`config.mk`:
```
export PLATFORM = sky130hd
export DESIGN_NAME = ldf_fetcher
export DESIGN_NICKNAME = d
export VERILOG_FILES = /design/src/rtl/ldf_fetcher.sv
export SDC_FILE = /design/constraint.sdc
export NUM_CORES = 1
export LEC_CHECK = 0
export ABC_AREA = 1
export BUFFER_PORTS_ARGS = -buffer_cell sky130_fd_sc_hd__clkbuf_2
export CAP_MARGIN = 20
export CORE_ASPECT_RATIO = 1.2
export CORE_UTILIZATION = 52
export DETAILED_ROUTE_END_ITERATION = 10
export GPL_ROUTABILITY_DRIVEN = 0
export PLACE_DENSITY = 0.76
export SYNTH_ARGS = -nofsm -noshare
export SYNTH_HDL_FRONTEND = slang
export SYNTH_SLANG_ARGS = --single-unit
```
`constraint.sdc`:
```
create_clock -name clk -period 2.5 [get_ports clk]
set_clock_uncertainty 0.05 [all_clocks]
set_input_delay 0.5 -clock clk [delete_from_list [all_inputs] [get_ports clk]]
set_output_delay 0.5 -clock clk [all_outputs]
set_load 0.1 [all_outputs]
```
`src/rtl/ldf_fetcher.sv`:
```
module ldf_fetcher #(
  parameter int ADDR_W     = 32,
  parameter int DATA_W     = 32,
  parameter int CRD_W      = 16,
  parameter int DESC_WORDS = 16,
  parameter int ALIGN_BITS = 4,
  parameter logic [CRD_W-1:0] SIZE_MAX = 16'h07FF
) (
  input  logic              clk,
  input  logic              rst_n,
  input  logic              vsync,
  input  logic              nn_wr,
  input  logic [ADDR_W-1:0] nn_wdata,
  output logic              mem_req,
  output logic [ADDR_W-1:0] mem_addr,
  input  logic              mem_valid,
  input  logic [DATA_W-1:0] mem_data,
  output logic [CRD_W-1:0]  act_x0,
  output logic [CRD_W-1:0]  act_y0,
  output logic [CRD_W-1:0]  act_x1,
  output logic [CRD_W-1:0]  act_y1,
  output logic [CRD_W-1:0]  act_w,
  output logic [CRD_W-1:0]  act_h,
  output logic [ADDR_W-1:0] act_pix_addr,
  output logic [ADDR_W-1:0] act_pitch,
  output logic              act_en,
  output logic              underflow,
  output logic              ptr_err
);
  localparam int IDX_W = $clog2(DESC_WORDS);
  localparam logic [IDX_W-1:0] W_CTL  = IDX_W'(0);
  localparam logic [IDX_W-1:0] W_ORG  = IDX_W'(3);
  localparam logic [IDX_W-1:0] W_STP  = IDX_W'(4);
  localparam logic [IDX_W-1:0] W_PIX  = IDX_W'(5);
  localparam logic [IDX_W-1:0] W_PIT  = IDX_W'(6);
  localparam logic [IDX_W-1:0] W_SIZ  = IDX_W'(7);
  localparam logic [IDX_W-1:0] W_NXT  = IDX_W'(9);
  localparam logic [IDX_W-1:0] W_PRI  = IDX_W'(13);
  localparam logic [IDX_W-1:0] W_LAST = IDX_W'(DESC_WORDS-1);

  typedef enum logic [1:0] {S_IDLE, S_FETCH, S_WAIT} st_t;

  st_t               state;
  logic [ADDR_W-1:0] base, nn_reg, pend;
  logic              pend_v;
  logic [IDX_W-1:0]  idx;
  logic              sh_defer;
  logic [1:0]        sh_pri;
  logic [DATA_W-1:0] sh_org, sh_stp, sh_pix, sh_pit, sh_siz, sh_nxt;

  logic [ADDR_W-1:0] sel_ptr;
  logic              fetch_end, commit_now, eval_now;

  assign sel_ptr    = pend_v ? pend : nn_reg;
  assign eval_now   = vsync && (state != S_WAIT);
  assign fetch_end  = (state == S_FETCH) && mem_valid && !vsync && (idx == W_LAST);
  assign commit_now = (fetch_end && !sh_defer) || ((state == S_WAIT) && vsync);
  assign mem_req    = (state == S_FETCH);
  assign mem_addr   = base + (ADDR_W'(idx) << 2);

  function automatic logic [CRD_W-1:0] clampv(input logic [CRD_W-1:0] v);
    return (v > SIZE_MAX) ? SIZE_MAX : v;
  endfunction

  always_ff @(posedge clk or negedge rst_n) begin
    if (!rst_n) begin
      state  <= S_IDLE;
      base   <= '0;
      nn_reg <= '0;
      pend   <= '0;
      pend_v <= 1'b0;
      idx    <= '0;
    end else begin
      if (eval_now) begin
        pend_v <= 1'b0;
        if (pend_v) nn_reg <= pend;
        if (sel_ptr == '0 || sel_ptr[ALIGN_BITS-1:0] != '0) begin
          state <= S_IDLE;
        end else begin
          base  <= sel_ptr;
          idx   <= '0;
          state <= S_FETCH;
        end
      end else if (state == S_FETCH && mem_valid) begin
        idx <= idx + 1'b1;
        if (idx == W_LAST) begin
          nn_reg <= sh_nxt;
          state  <= sh_defer ? S_WAIT : S_IDLE;
        end
      end else if (state == S_WAIT && vsync) begin
        state  <= S_IDLE;
        pend_v <= 1'b0;
        nn_reg <= pend_v ? pend : sh_nxt;
      end
      if (nn_wr) begin
        if (state == S_IDLE && !vsync) begin
          nn_reg <= nn_wdata;
        end else begin
          pend   <= nn_wdata;
          pend_v <= 1'b1;
        end
      end
    end
  end

  always_ff @(posedge clk or negedge rst_n) begin
    if (!rst_n) begin
      sh_defer <= 1'b0;
      sh_pri   <= '0;
      sh_org   <= '0;
      sh_stp   <= '0;
      sh_pix   <= '0;
      sh_pit   <= '0;
      sh_siz   <= '0;
      sh_nxt   <= '0;
    end else if (state == S_FETCH && mem_valid && !vsync) begin
      case (idx)
        W_CTL: sh_defer <= mem_data[DATA_W-1];
        W_ORG: sh_org   <= mem_data;
        W_STP: sh_stp   <= mem_data;
        W_PIX: sh_pix   <= mem_data;
        W_PIT: sh_pit   <= mem_data;
        W_SIZ: sh_siz   <= mem_data;
        W_NXT: sh_nxt   <= mem_data;
        W_PRI: sh_pri   <= mem_data[1:0];
        default: ;
      endcase
    end
  end

  always_ff @(posedge clk or negedge rst_n) begin
    if (!rst_n) begin
      act_x0       <= '0;
      act_y0       <= '0;
      act_x1       <= '0;
      act_y1       <= '0;
      act_w        <= '0;
      act_h        <= '0;
      act_pix_addr <= '0;
      act_pitch    <= '0;
      act_en       <= 1'b0;
      underflow    <= 1'b0;
      ptr_err      <= 1'b0;
    end else if (commit_now) begin
      act_x0       <= sh_org[CRD_W-1:0];
      act_y0       <= sh_org[DATA_W-1 -: CRD_W];
      act_x1       <= sh_stp[CRD_W-1:0];
      act_y1       <= sh_stp[DATA_W-1 -: CRD_W];
      act_w        <= clampv(sh_siz[CRD_W-1:0]);
      act_h        <= clampv(sh_siz[DATA_W-1 -: CRD_W]);
      act_pix_addr <= sh_pix;
      act_pitch    <= sh_pit;
      act_en       <= (sh_pri == 2'b00);
      underflow    <= 1'b0;
      ptr_err      <= 1'b0;
    end else if (eval_now) begin
      if (state == S_FETCH) underflow <= 1'b1;
      if (sel_ptr == '0) act_en <= 1'b0;
      else if (sel_ptr[ALIGN_BITS-1:0] != '0) ptr_err <= 1'b1;
    end
  end
endmodule


```
==> reports/results.ini, run 1 <==
[power_and_ir_drop]
powerDensity_nw_per_um2 = 940
p_leak_nw = 12.9
clkPwrFrac = 0.287
switching_power_mw = 8.76
max-vdd-ir-drop_mv = 0.761
power_frac_comb = 0.341
swShare = 0.371
power_frac_seq = 0.372
p_int_mw = 14.9

[sta]
report.final.slew_viol_count = 0
timing.hold.ws_ps = 142
setup-violations-final = 28
rsz0062_at_grt = yes
min_period_ps = 3230
fmax_mhz = 310
hold_viol = 0
worst_slew_pin_slew_ps = 635
maxSlewHeadroom = 0.577
period_share = 1.29
worst_slack_ps = -730

[logic_synthesis]
synth_xor_area_frac = 0.0123
avgSynthCellArea_um2 = 8.70
syn_area_um2 = 19900
syn_inst = 2283
seq_area_frac_synth = 0.581
yosys-top-cells-area = dfrtp_1 58%, nand2_1 15%, o21ai_0 7.1%
synth-simple-area-share = 0.206
synth_fa_ha_area_frac = 0.00605
ys.flop_type = dfrtp_1
synth_top_area_cell = dfrtp_1
yosysUniqueCellTypes = 37
synth_top_cells_by_count = 817 x nand2_1, 461 x dfrtp_1, 282 x o21ai_0
synth_top_family_by_area = simple AND/OR/NAND/NOR gates
ys_async_sr_fraction = 1.00
synthMostInstantiatedCell = nand2_1
synth_compound_area_frac = 0.119
synth_top_area_share = 0.581
synthMuxAreaShare = 0.0164
synth_edf_count = 0
syn_nets = 2361
synth-seq-cells = 461
yosys_warnings = 0

[worst_setup_path]
crit_path_max_fanout = 4
r2r_start = idx[0]$_DFFE_PN0P_
crit_path_end_kind = output port
rrSetupSlack_ps = 170
cp.arrival_ps = 2680
required_ps = 1950
cp-start-kind = register
critPathKind = register to output port
reg2reg_to = act_h[5]$_DFFE_PN0P_
ff2ff_path_depth = 11

[drt]
drt_iter0_drc = 1517
wl_per_cell_um = 17.9
drcViolationCount = 0
wirelength_mm = 55.5
first_pass_iters = 6
vias_per_cell = 5.54
antenna_left = 0
num_vias = 17200

[die]
die_area_um2 = 39000
die-height_um = 216
fp-row-count = 78
coreArea_um2 = 37800
io-pin-count = 265
die_x_um = 180
start_util = 0.526

[grt]
grt_max_degree = 103
overflow = 0
grt_pass1_wl_mm = 88.4
grt_usage = 0.287
grt_pass1_vias = 16900
antenna_found_initial = 1

[outcome]
violations = setup timing
status = complete, but fails checks

[clock_tree]
clock_latency_ps = 560
clock-sinks = 461
clock_path_buffers = 3
cts_root_buf = clkbuf_16
h-tree-depth = 2
clk_pin_slew_ps = 70
cts_tree = done
numCtsBuffers = 45

[layout]
drive_gt1_frac = 0.217
final_util = 0.665
fin_cells = 3106
fill_cells = 2913
multiInputGateArea_um2 = 7880
nNetsFinal = 2671
syn2layout_area_growth_pct = 26.4
fin_area_um2 = 25100
register_area_um2 = 11500

[placement]
dp_cells = 3003
io_buffers = 264
place_ws_ps = -231
dpl.hpwl_mm = 37.6
dpl_cell_area_um2 = 23300

[hold_path]
worstHoldStart = nn_wdata[28]
whs_endpoint = nn_reg[28]$_DFF_PN0_
whs_path_depth = 3
hp-class = input pin to register

[flow_run]
drv_cap = 0

## worst max-delay path: stages, from the launching register on
cell	delay, ps
dfrtp_1	360
ha_2	190
inv_2	40
fa_2	360
o21ai_4	150
nand2_2	80
nor2_4	140
nand2_4	100
buf_4	150
buf_6	100
buf_6	110
xor2_4	140
buf_12	190
## power by group through the flow
stage / Combinational, mW / Sequential, mW / Clock, mW
after CTS: 7.99 / 8.77 / 6.87
after floorplan: 4.57 / 9.48 / 0
after detailed placement: 7.91 / 8.89 / 0
final: 8.04 / 8.80 / 6.78
after global placement: 7.76 / 8.85 / 0
after global routing: 8.50 / 8.88 / 7.16
## cells by family (layout without fill, tap and decap cells)
family,after synthesis,count (layout)
mux,29,29
buf+inv,282,623
fa+ha+maj,9,9
simple gates,1037,1037
other cells,0,2
xor+xnor,28,28
compound gates,437,437
flops,461,461
## layer usage
metal | track usage | wire length [um] | vias to the layer above
li1 | - | - | 7932
met1 | 0.379 | 22600 | 8465
met2 | 0.474 | 26800 | 678
met3 | 0.0390 | 3710 | 139
met4 | 0.132 | 2410 | 0
met5 | 0 | 0 | -
## placed cells by master, fill, tap and decap left out, drive strengths merged, types with 2 or more instances in the layout
cell type  Yosys  routed
nand2        818     818
dfrtp        461     461
o21ai        316     316
clkbuf        73     296
buf           55     156
inv          153     155
nor2         124     124
nand3         63      63
o211ai        55      55
a21oi         50      50
mux2          29      29
xor2          20      20
nor3          13      13
nand4         13      13
o21a          12      12
xnor2          8       8
clkinv         1       8
ha             8       8
bufinv         0       4
nor4           3       3
clkinvlp       0       3
a22oi          3       3
diode          0       2
and2           2       2
## worst max-delay path by stage
stage                             start           end  slack [ps]  depth (start not counted)
global placement    base[2]$_DFFE_PN0P_  mem_addr[14]        -190                         11
finish               idx[0]$_DFFE_PN0P_  mem_addr[12]        -730                         12
CTS                 base[2]$_DFFE_PN0P_  mem_addr[30]        -730                         12
global route         idx[0]$_DFFE_PN0P_  mem_addr[30]        -860                         12
floorplan            idx[0]$_DFFE_PN0P_  mem_addr[14]        -560                          9
detailed placement  base[2]$_DFFE_PN0P_  mem_addr[14]        -230                         11
## through the flow
step	setup TNS, ps	total power, mW
6_report	-16440	23.6
3_3_place_gp	-1020	16.6
5_1_grt	-19140	24.5
2_1_floorplan	-6750	14.0
3_5_place_dp	-1660	16.8
4_1_cts	-15580	23.6
## cell type report
type,instances,area share
antenna,2,0.000199
tap,480,0.0239
clock inverter,16,0.00782
timing repair buffer,391,0.121
inverter,154,0.0233
multi-input combinational,1540,0.314
clock buffer,62,0.0502
sequential,461,0.460
## repair_timing
action	CTS	global route
hold buffers	1	0
endpoints found under the setup margin	28	80
gates cloned	0	0
buffers inserted	16	8
pin swaps	21	10
resized for setup	30	13
endpoints found under the hold margin	52	0
(Power assumes the default switching activity.)
==> inputs of run 2 (changes only) <==
Settings changed: PLACE_DENSITY 0.76 to 0.73, SETUP_SLACK_MARGIN set to 0.3.
Clock period 2.5 ns to 3.6 ns, I/O delays scaled along.
==> run 2 against run 1 <==
  * Via count fell by 3.1%
  * Clock power fell by 30%
  * Critical endpoint is now mem_addr[30]
  * Largest power group unchanged
  * Design area fell by 4.1%
  * Sequential share of layout area rose by 2.0 points
  * Combinational power fell by 39%
  * Critical path type unchanged
  * Worst hold slack got worse by 10 ps
  * Routed wire length fell by 0.31%
  * The flow now finishes without violations
  * Final cell count fell by 2.4%
==> reports/results.ini, run 2 (synthesis results as in run 1) <==
[worst_setup_path]
crit_path_end_kind = output port
cp.arrival_ps = 2740
critPathKind = register to output port
crit_path_cell_trace = ha_2 -> inv_2 -> fa_2 -> o21ai_2 -> nand2_2 -> nor2_4 -> nand2_4 -> nor3_4 -> nand3b_1 -> nand2_4 -> buf_12
slowest_delay_ps = 360
required_ps = 2830
crit_path_max_fanout = 4
cp-start-kind = register
crit_top_cell = nand2_4
cp_slowest_cell = dfrtp_1

[grt]
grt_pass1_wl_mm = 88.0
overflow = 0
grt_max_degree = 124
grt_usage = 0.287
grt_pass1_vias = 16300
antenna_found_initial = 3

[clock_tree]
clk_pin_slew_ps = 60
clock_path_buffers = 3
clock_latency_ps = 550
cts_root_buf = clkbuf_16
h-tree-depth = 2
numCtsBuffers = 45
clock-sinks = 461
hold_buffers = 0
cts_tree = done

[die]
die-height_um = 216
die_x_um = 180
fp-row-count = 78
die_area_um2 = 39000
start_util = 0.526
coreArea_um2 = 37800
io-pin-count = 265

[layout]
layout_commonest_cell = nand2_1
nNetsFinal = 2599
fin_area_um2 = 24100
syn2layout_area_growth_pct = 21.2
drive_gt1_frac = 0.190
fin_cells = 3030
final_cell_mix = 811 x nand2_1, 459 x dfrtp_1, 282 x o21ai_0
fill_cells = 3039
final_util = 0.637

[sta]
min_period_ps = 3510
tns_ps = 0
report.final.slew_viol_count = 0
fmax_mhz = 285
period_share = 0.974
setup-violations-final = 0
worst_slack_ps = 91.9
hold_viol = 0
maxSlewHeadroom = 0.477
rsz0062_at_grt = yes
worst_slew_pin_slew_ps = 782
timing.hold.ws_ps = 132

[placement]
dp_cells = 2935
dpl.hpwl_mm = 36.4
place_ws_ps = 323
io_buffers = 264
dpl_cell_area_um2 = 22200

[power_and_ir_drop]
total_power_mw = 15.9
p_leak_nw = 12.4
powerDensity_nw_per_um2 = 659
max-vdd-ir-drop_mv = 0.758

[drt]
antenna_left = 0
wl_per_cell_um = 18.3
drt_iter0_drc = 1462
vias_per_cell = 5.51
first_pass_iters = 6
num_vias = 16700
wirelength_mm = 55.4
drcViolationCount = 0

[flow_run]
drv_cap = 0

[hold_path]
hp-class = input pin to asynchronous set/reset pin

[outcome]
status = complete, no violations

-- run 2: layout make-up --
| type | count | area (um^2) | area share |
|---|---|---|---|
| clock inverter | 14 | 213 | 0.00883 |
| multi-input combinational | 1540 | 7650 | 0.318 |
| clock buffer | 61 | 1240 | 0.0513 |
| timing repair buffer | 319 | 2250 | 0.0934 |
| inverter | 154 | 584 | 0.0243 |
| sequential | 461 | 11500 | 0.479 |
| tap | 480 | 601 | 0.0249 |
| antenna | 1 | 2.50 | 0.000104 |
-- run 2: worst paths after layout --
check	start	end	slack, ps	cells past startpoint
hold / removal	rst_n	act_h[15]$_DFFE_PN0P_	130	1
hold reg to reg	act_pix_addr[25]$_DFFE_PN0P_	act_pix_addr[25]$_DFFE_PN0P_	420	2
max in group asynchronous	rst_n	nn_reg[17]$_DFF_PN0_	2340	2
setup reg to reg	idx[1]$_DFFE_PN0P_	act_pix_addr[11]$_DFFE_PN0P_	840	11
min in group clk	nn_wdata[30]	pend[30]$_DFFE_PN0P_	370	2
setup / recovery	base[2]$_DFFE_PN0P_	mem_addr[30]	90	11
-- run 2: report_power, final --
| group | leakage (nW) | switching [mW] | internal [mW] | total [mW] |
|---|---|---|---|---|
| clock network | 0.707 | 1.96 | 2.76 | 4.72 |
| logic | 5.45 | 3.46 | 1.46 | 4.91 |
| registers | 6.25 | 0.542 | 5.68 | 6.22 |
-- run 2: critical path, delay by kind of cell, from the launching register on --
family	cells	cell delay, ps
AO/OA/AOI/OAI	1	180
flip-flops	1	360
AND/OR/NAND/NOR	6	890
buffers and inverters	2	210
adder cells (fa/ha/maj)	2	550
-- run 2: layer usage --
metal | track usage | vias to the layer above | share of wire
met5 | 0 | - | 0.00040
li1 | - | 7768 | -
met4 | 0.0929 | 4 | 0.029
met3 | 0.0506 | 122 | 0.070
met1 | 0.375 | 8167 | 0.41
met2 | 0.487 | 620 | 0.49
-- run 2: timing repair --
action / CTS / global route
buffers inserted: 13 / 6
endpoints found under the setup margin: 22 / 23
gates resized for setup: 37 / 15
pin swaps: 12 / 10
==> inputs of run 3 (changes only) <==
Clock period 3.6 ns to 4 ns, I/O delays scaled along.
==> run 3 against run 2 <==
  * Setup slack improved by 300 ps
  * Largest cell class unchanged
  * Register-to-register slack improved by 170 ps
  * Sequential power fell by 11%
  * Routed wire length fell by 2.2%
  * Critical path type unchanged
  * Sequential cell count did not move
  * Combinational power fell by 20%
  * Sequential share of layout area rose by 1.2 points
  * First-iteration DRC count rose by 14%
  * Clock power fell by 3%
  * Critical endpoint is now mem_addr[21]
==> reports/results.ini, run 3 (synthesis results as in run 1) <==
[sta]
report.final.slew_viol_count = 0
min_period_ps = 3610
fmax_mhz = 277
timing.hold.ws_ps = 197
worst_slack_ps = 394
setup-violations-final = 0
hold_viol = 0
worst_slew_pin_slew_ps = 799
maxSlewHeadroom = 0.467
tns_ps = 0
period_share = 0.902
rsz0062_at_grt = yes

[power_and_ir_drop]
power_frac_seq = 0.394
switching_power_mw = 5.28
p_int_mw = 8.83
swShare = 0.374
clkPwrFrac = 0.326
powerDensity_nw_per_um2 = 600
p_leak_nw = 12.3
power_frac_comb = 0.280
max-vdd-ir-drop_mv = 0.486

[die]
die_x_um = 180
fp-row-count = 78
die_area_um2 = 39000
die-height_um = 216
start_util = 0.526
io-pin-count = 265
coreArea_um2 = 37800

[worst_setup_path]
cp.arrival_ps = 2760
required_ps = 3150
crit_path_max_fanout = 6
critPathKind = register to output port
crit_path_end_kind = output port
cp-start-kind = register

[layout]
multiInputGateArea_um2 = 7350
drive_gt1_frac = 0.178
fill_cells = 3123
syn2layout_area_growth_pct = 18.3
fin_cells = 3020
layout_commonest_cell = nand2_1
final_cell_mix = 816 x nand2_1, 458 x dfrtp_1, 282 x o21ai_0
nNetsFinal = 2579
register_area_um2 = 11500
final_util = 0.622

[drt]
wirelength_mm = 54.2
vias_per_cell = 5.50
first_pass_iters = 6
drcViolationCount = 0
wl_per_cell_um = 17.9
num_vias = 16600
drt_iter0_drc = 1668
antenna_left = 0

[grt]
antenna_found_initial = 2
grt_max_degree = 164
grt_pass1_vias = 16100
grt_usage = 0.280
grt_pass1_wl_mm = 86.5
overflow = 0

[placement]
dp_cells = 2929
io_buffers = 264
place_ws_ps = 461
dpl.hpwl_mm = 35.6

[clock_tree]
cts_root_buf = clkbuf_16
clock_path_buffers = 3
clock_latency_ps = 560
clock-sinks = 461
clk_pin_slew_ps = 60
cts_tree = done
numCtsBuffers = 46
h-tree-depth = 2

[flow_run]
drv_cap = 0

[hold_path]
hp-class = input pin to asynchronous set/reset pin

[outcome]
status = complete, no violations

[run 3: stage by stage]
stage | power (mW) | instance area [um^2]
6_report | 14.1 | 23500
5_1_grt | 14.7 | 23500
4_1_cts | 14.1 | 23500
3_5_place_dp | 9.53 | 21800
3_3_place_gp | 9.43 | 21800
2_1_floorplan | 8.55 | 20000
[run 3: worst paths after layout]
| kind | start | end | slack, ps | cells after the start |
|---|---|---|---|---|
| setup / recovery | idx[3]$_DFFE_PN0P_ | mem_addr[21] | 390 | 9 |
| hold / removal | rst_n | act_w[14]$_DFFE_PN0P_ | 200 | 1 |
| setup reg to reg | pend_v$_DFF_PN0_ | idx[2]$_DFFE_PN0P_ | 1010 | 12 |
| hold reg to reg | act_pitch[13]$_DFFE_PN0P_ | act_pitch[13]$_DFFE_PN0P_ | 420 | 2 |
| max in group asynchronous | rst_n | act_pix_addr[25]$_DFFE_PN0P_ | 2710 | 2 |
| min in group clk | act_pitch[13]$_DFFE_PN0P_ | act_pitch[13]$_DFFE_PN0P_ | 420 | 2 |
[run 3: timing repair]
item,4_1_cts,5_1_grt
pin swaps,4,2
endpoints found under the setup margin,20,12
gates resized for setup,11,10
buffers inserted,3,0
hold buffers,0,0
gates cloned,0,0
hold endpoints to repair,0,0
[run 3: power by group through the flow]
| stage | clock, mW | sequential, mW | combinational (mW) |
|---|---|---|---|
| global placement | 0 | 5.60 | 3.83 |
| floorplan | 0 | 5.86 | 2.69 |
| finish | 4.60 | 5.56 | 3.95 |
| CTS | 4.67 | 5.54 | 3.94 |
| global route | 4.86 | 5.60 | 4.21 |
| detailed placement | 0 | 5.62 | 3.91 |
[run 3: area by class of cell]
type	count	share of cell area
inverter	154	0.0247
clock inverter	20	0.0117
multi-input combinational	1540	0.313
tap	480	0.0255
sequential	461	0.491
clock buffer	65	0.0572
timing repair buffer	298	0.0771
antenna	2	0.000213
[run 3: worst max-delay path: stages (launching register included)]
cell and delay (ps):
dfrtp_1 490, ha_4 350, nand2_1 60, inv_1 60, a21boi_1 130, nor2_2 310
nand3_1 210, nor2_1 210, xor2_2 200, buf_12 190
[run 3: layer usage]
metal,part of all wire,track usage,wire (um),up-vias
met4,0.039,0.119,2100,0
met3,0.067,0.0459,3620,119
li1,-,-,-,7735
met1,0.41,0.373,22400,8108
met2,0.48,0.459,26000,640
met5,0,0,0,-
